**config.mk**
```make
export PLATFORM = sky130hd
export DESIGN_NAME = ee_ctrl
export DESIGN_NICKNAME = d
export VERILOG_FILES = /design/src/rtl/ee_pkg.sv /design/src/rtl/ee_ctrl.sv
export SDC_FILE = /design/constraint.sdc
export NUM_CORES = 1
export LEC_CHECK = 0
export BUFFER_PORTS_ARGS = -buffer_cell sky130_fd_sc_hd__clkbuf_2
export CAP_MARGIN = 20
export CORE_ASPECT_RATIO = 0.5
export CORE_MARGIN = 4
export CORE_UTILIZATION = 30
export DETAILED_ROUTE_END_ITERATION = 10
export MAX_ROUTING_LAYER = met4
export RECOVER_POWER = 50
export SLEW_MARGIN = 20
export SYNTH_ARGS = -nofsm -noshare
export SYNTH_HDL_FRONTEND = slang
export SYNTH_SLANG_ARGS = --single-unit
```
**constraint.sdc**
```tcl
create_clock -name clk -period 2.5 [get_ports clk]
set_input_delay 0.125 -clock clk [delete_from_list [all_inputs] [get_ports clk]]
set_output_delay 0.125 -clock clk [all_outputs]
set_load 0.1 [all_outputs]
```
**src/rtl/ee_pkg.sv**
```systemverilog
package ee_pkg;
   localparam logic [7:0] OP_SET_WEL = 8'h06;
   localparam logic [7:0] OP_CLR_WEL = 8'h04;
   localparam logic [7:0] OP_STATUS  = 8'h05;
   localparam logic [7:0] OP_READ    = 8'h03;
   localparam logic [7:0] OP_PROGRAM = 8'h02;

   typedef enum logic [2:0] {
      PH_CMD,
      PH_ADDR_HI,
      PH_ADDR_LO,
      PH_WDATA,
      PH_RDATA,
      PH_STAT,
      PH_SKIP
   } phase_t;
endpackage

```
**src/rtl/ee_ctrl.sv**
```systemverilog
module ee_ctrl
   import ee_pkg::*;
#(
   parameter int MEM_BYTES  = 1024,
   parameter int PAGE_BYTES = 64
) (
   input  logic                          clk,
   input  logic                          rst_n,
   input  logic                          sck_s,
   input  logic                          sck_p,
   input  logic                          cs_s,
   input  logic                          cs_p,
   input  logic                          mosi_s,
   input  logic                          busy,
   input  logic                          done,
   input  logic                          pending,
   input  logic [7:0]                    rd_data,
   output logic [$clog2(MEM_BYTES)-1:0]  rd_addr,
   output logic                          buf_clr,
   output logic                          buf_we,
   output logic [$clog2(PAGE_BYTES)-1:0] buf_off,
   output logic [7:0]                    buf_data,
   output logic                          start,
   output logic [$clog2(MEM_BYTES)-1:0]  page_base,
   output logic                          miso
);
   localparam int MA_W = $clog2(MEM_BYTES);
   localparam int PO_W = $clog2(PAGE_BYTES);

   phase_t      phase;
   logic [2:0]  bit_cnt;
   logic [6:0]  rx_shift;
   logic [7:0]  rx_byte;
   logic [15:0] addr;
   logic        is_wr;
   logic        wel;
   logic [7:0]  tx;
   logic        sck_rise, sck_fall, cs_rise;

   assign sck_rise  = sck_s & ~sck_p;
   assign sck_fall  = ~sck_s & sck_p;
   assign cs_rise   = cs_s & ~cs_p;
   assign rx_byte   = {rx_shift, mosi_s};
   assign rd_addr   = addr[MA_W-1:0];
   assign page_base = {addr[MA_W-1:PO_W], {PO_W{1'b0}}};
   assign miso      = tx[7];

   always_ff @(posedge clk or negedge rst_n) begin
      if (!rst_n) begin
         phase    <= PH_CMD;
         bit_cnt  <= '0;
         rx_shift <= '0;
         addr     <= '0;
         is_wr    <= 1'b0;
         wel      <= 1'b0;
         tx       <= '0;
         buf_clr  <= 1'b0;
         buf_we   <= 1'b0;
         buf_off  <= '0;
         buf_data <= '0;
         start    <= 1'b0;
      end else begin
         buf_clr <= 1'b0;
         buf_we  <= 1'b0;
         start   <= 1'b0;
         if (cs_s) begin
            // frame boundary: commit only on a whole byte
            if (cs_rise && phase == PH_WDATA && bit_cnt == 3'd0 && pending)
               start <= 1'b1;
            phase   <= PH_CMD;
            bit_cnt <= '0;
            tx      <= '0;
         end else if (sck_rise) begin
            bit_cnt  <= bit_cnt + 1'b1;
            rx_shift <= rx_byte[6:0];
            if (bit_cnt == 3'd7) begin
               unique case (phase)
                  PH_CMD: begin
                     phase <= PH_SKIP;
                     if (rx_byte == OP_SET_WEL && !busy) wel <= 1'b1;
                     else if (rx_byte == OP_CLR_WEL && !busy) wel <= 1'b0;
                     else if (rx_byte == OP_STATUS) phase <= PH_STAT;
                     else if (rx_byte == OP_READ && !busy) begin
                        phase <= PH_ADDR_HI;
                        is_wr <= 1'b0;
                     end else if (rx_byte == OP_PROGRAM && !busy && wel) begin
                        phase   <= PH_ADDR_HI;
                        is_wr   <= 1'b1;
                        buf_clr <= 1'b1;
                     end
                  end
                  PH_ADDR_HI: begin
                     addr[15:8] <= rx_byte;
                     phase      <= PH_ADDR_LO;
                  end
                  PH_ADDR_LO: begin
                     addr[7:0] <= rx_byte;
                     phase     <= is_wr ? PH_WDATA : PH_RDATA;
                  end
                  PH_WDATA: begin
                     buf_we          <= 1'b1;
                     buf_off         <= addr[PO_W-1:0];
                     buf_data        <= rx_byte;
                     addr[PO_W-1:0]  <= addr[PO_W-1:0] + 1'b1;
                  end
                  default: ;
               endcase
            end
         end else if (sck_fall) begin
            if (bit_cnt == 3'd0) begin
               unique case (phase)
                  PH_RDATA: begin
                     tx   <= rd_data;
                     addr <= addr + 1'b1;
                  end
                  PH_STAT: tx <= {6'b0, wel, busy};
                  default: tx <= '0;
               endcase
            end else begin
               tx <= {tx[6:0], 1'b0};
            end
         end
         if (done) wel <= 1'b0;
      end
   end

   AST_WRITE_NEEDS_WEL: assert property (@(posedge clk) disable iff (!rst_n)
      start |-> wel);
   AST_WEL_AUTOCLEAR: assert property (@(posedge clk) disable iff (!rst_n)
      done |=> !wel);
   AST_MISO_IDLE: assert property (@(posedge clk) disable iff (!rst_n)
      cs_s |=> !miso);
   AST_BUSY_LOCKOUT: assert property (@(posedge clk) disable iff (!rst_n)
      busy |-> (phase == PH_CMD || phase == PH_STAT || phase == PH_SKIP));
endmodule

```
==> metrics.yaml <==
timing:
  fmax_ghz: 0.5004
  worstMarginPinSlew_ns: 1.263
  holdWs_ns: 0.1090
  finalCritPeriodShare_pct: 79.93
  post-route-min-period_ns: 1.998
  fin_skew_ns: 0.006071
  max_slew_margin_pct: 15.79
  rsz0062_at_grt: "false"
  setup_viol: 0
  hold_viol: 0
  slew_viol_final: 0
  tns_ns: 0
synth:
  synth_cell_types: 52
  netlist_area_um2: 2643
  synth.area.top_cells: "dfrtp_1 47%, mux2_2 10%, buf_4 3.1%, ha_1 2.8%, mux2i_1 2.7%"
  synth_top_area_share_pct: 47.35
  synth_top_cell_by_area: "dfrtp_1"
  yosys_warnings: 0
  synth_edf_count: 0
  yosysSeqAreaShare_pct: 47.35
  syn-instance-count: 246
  async_reset_ff_share_pct: 100.0
  yosys_register_bits: 50
  avgSynthCellArea_um2: 10.74
  synth-main-ff-cell: "dfrtp_1"
cts:
  cts_buffer_depth: 2
  cts_tree: "done"
  cts_sinks: 50
  hold_buffers: 1
  htreeDepth: 2
  cts.repair.resized: 0
  cts-root-buf: "clkbuf_16"
  clk_latency_ns: 0.29
  cts.clk_slew.worst_paths_ns: 0.07
  cts_buffers: 5
  postCtsSetupBuffers: 0
floorplanning:
  ios: 56
  fp.dieArea_um2: 10470
  die_h_um: 74.37
  coreArea_um2: 8288
  dieWidth_um: 140.7
  rows: 23
  initial_core_util_pct: 31.88
finish:
  diodes: 0
  final_cells: 403
  final_layout_size_suffix_gt1_share_pct: 27.15
  syn_to_final_growth_pct: 17.47
  fill_cells: 818
  fin_util_pct: 37.45
  layout.nets: 315
route:
  top_layer_used: "met4"
  antenna_left: 0
  wl_per_cell_um: 15.27
  drc: 0
  vias: 2047
  drtIter0Drc: 173
  drtPass1Iterations: 4
  wl_met1_um: 2930
  vias_per_cell: 5.079
  wl_met3_um: 294
  routed_wl_um: 6152
  wl_met2_um: 2852
setup_path:
  critPathArrivalTime_ns: 2.17
  crit_required_ns: 2.67
  critPathKind: "reg -> reg"
  crit_top_cell: "ha_1"
  critPathMaxStageDelay_ns: 0.39
  worstPathCellList: "ha_1, ha_1, nand4b_1, a21boi_2, nor2_1, mux2_2"
  crit_path_end_kind: "flop"
  crit_fanout: 7
  startpoint_type: "flop"
  worst_path_max_delay_cell: "dfrtp_1"
min_path:
  holdCritPathClass: "in -> reg"
outcome:
  status: "completed"
power_and_ir_drop:
  power_mw: 1.955
  p_per_area_nw_per_um2: 629.7
  p_leak_nw: 1.439
  vdd_drop_max_uv: 321.7
placement:
  dp.cells: 395
  dp_hpwl_um: 4449
  numPortBuffers: 49
  gp_congestion: 0.9249
flow_run:
  max_cap_violations: 0
global_route:
  grt-ovfl-total: 0
  grt_max_degree: 51
  antenna_found_initial: 0
  grt_pass1_vias: 2014
  grt_pass1_wl_um: 10140
  grt_usage_pct: 12.50
==> layout make-up <==
cell class,instances,area [um2],area share [%]
repair buffers,53,257.7,8.303
multi-input cells,171,1249,40.23
clock inverters,1,30.03,0.9674
clock buffers,6,138.9,4.474
flip-flops and latches,50,1251,40.31
well taps,112,140.1,4.514
inverters,10,37.54,1.209
==> synth_stat cells (2+ instances only) <==
cell type and n:
nand2b_1 3, a22oi_1 9, a31oi_1 4, a211oi_1 4
buf_4 11, a21oi_1 7, ha_1 6, nand2_1 18
a32o_1 2, nor2_1 11, inv_1 10, nand3_1 10
nor2_2 2, buf_2 5, a22o_1 2, dfrtp_1 50
nor4_1 2, or3_1 2, nand4_1 5, clkbuf_1 3
nor2b_1 2, mux2_2 24, o21ai_0 13, o2bb2ai_1 2
or2_2 2, a2bb2oi_1 3, mux2i_1 7, nor3_1 2
nor3b_1 2
==> cells in the final DEF (no fill, tap or decap), drive strengths merged, types with 3 or more instances in the layout <==
master / n
dfrtp: 50
o21ai: 13
conb: 6
nand3: 10
a21oi: 7
a211oi: 5
inv: 10
a31oi: 4
a2bb2oi: 3
mux2: 24
ha: 6
nand2b: 3
nand4: 5
nand2: 18
clkbuf: 56
mux2i: 7
nor2: 13
a22oi: 9
==> report_power, final <==
group          total, mW  switching [mW]  internal, mW
clock              0.791           0.296         0.494
combinational      0.226           0.136        0.0901
sequential         0.938          0.0821         0.856
total               1.95           0.514          1.44
==> flip-flops by register name (all words and copies together), names as in the netlist <==
register	count
tx	8
buf_we	1
start	1
wel	1
phase	3
rx_shift	7
bit_cnt	3
buf_data	8
is_wr	1
buf_off	6
addr	10
buf_clr	1
==> worst max-delay path, delay by kind of cell, from the launching register on <==
family                     cells  cell delay, ns
and+or+nand+nor                2            0.46
DFF                            1            0.39
adders and majority gates      2            0.38
muxes                          1            0.38
AOI/OAI and AO/OA              1            0.26
==> kinds of logic (layout without fill, tap and decap cells) <==
family	count (synthesis)	after routing	synth area share [%]
compound gates	55	55	14.58
xor+xnor	2	2	0.6630
fa+ha+maj	6	6	2.841
buf+inv	30	70	6.108
flops	50	50	47.35
mux	31	31	12.88
other cells	1	6	0.1419
simple gates	71	71	15.44
==> metal layers <==
metal	GRT usage, %	up-vias
li1	-	974
met1	16.65	1008
met2	19.60	59
met3	1.991	6
met4	4.404	0
met5	-	-
==> path summary, 6_finish.rpt <==
check                            from           to  slack (ns)  depth (start not counted)
setup / recovery           bit_cnt[0]      addr[1]        0.50                          6
hold / removal                pending        start        0.11                          3
setup reg to reg           bit_cnt[0]      addr[1]        0.50                          6
hold reg to reg                 tx[7]        tx[7]        0.48                          2
max in group asynchronous       rst_n        tx[2]        1.01                          3
min in group asynchronous       rst_n  buf_data[5]        0.74                          3
==> metrics by stage <==
step	setup slack, ns	instance area, um2
floorplan	0.4732	2661
global placement	0.5619	2945
detailed placement	0.4574	2945
CTS	0.5324	3124
global route	0.3678	3104
finish	0.5017	3104
Note: power is estimated with default switching activity, not from simulation.
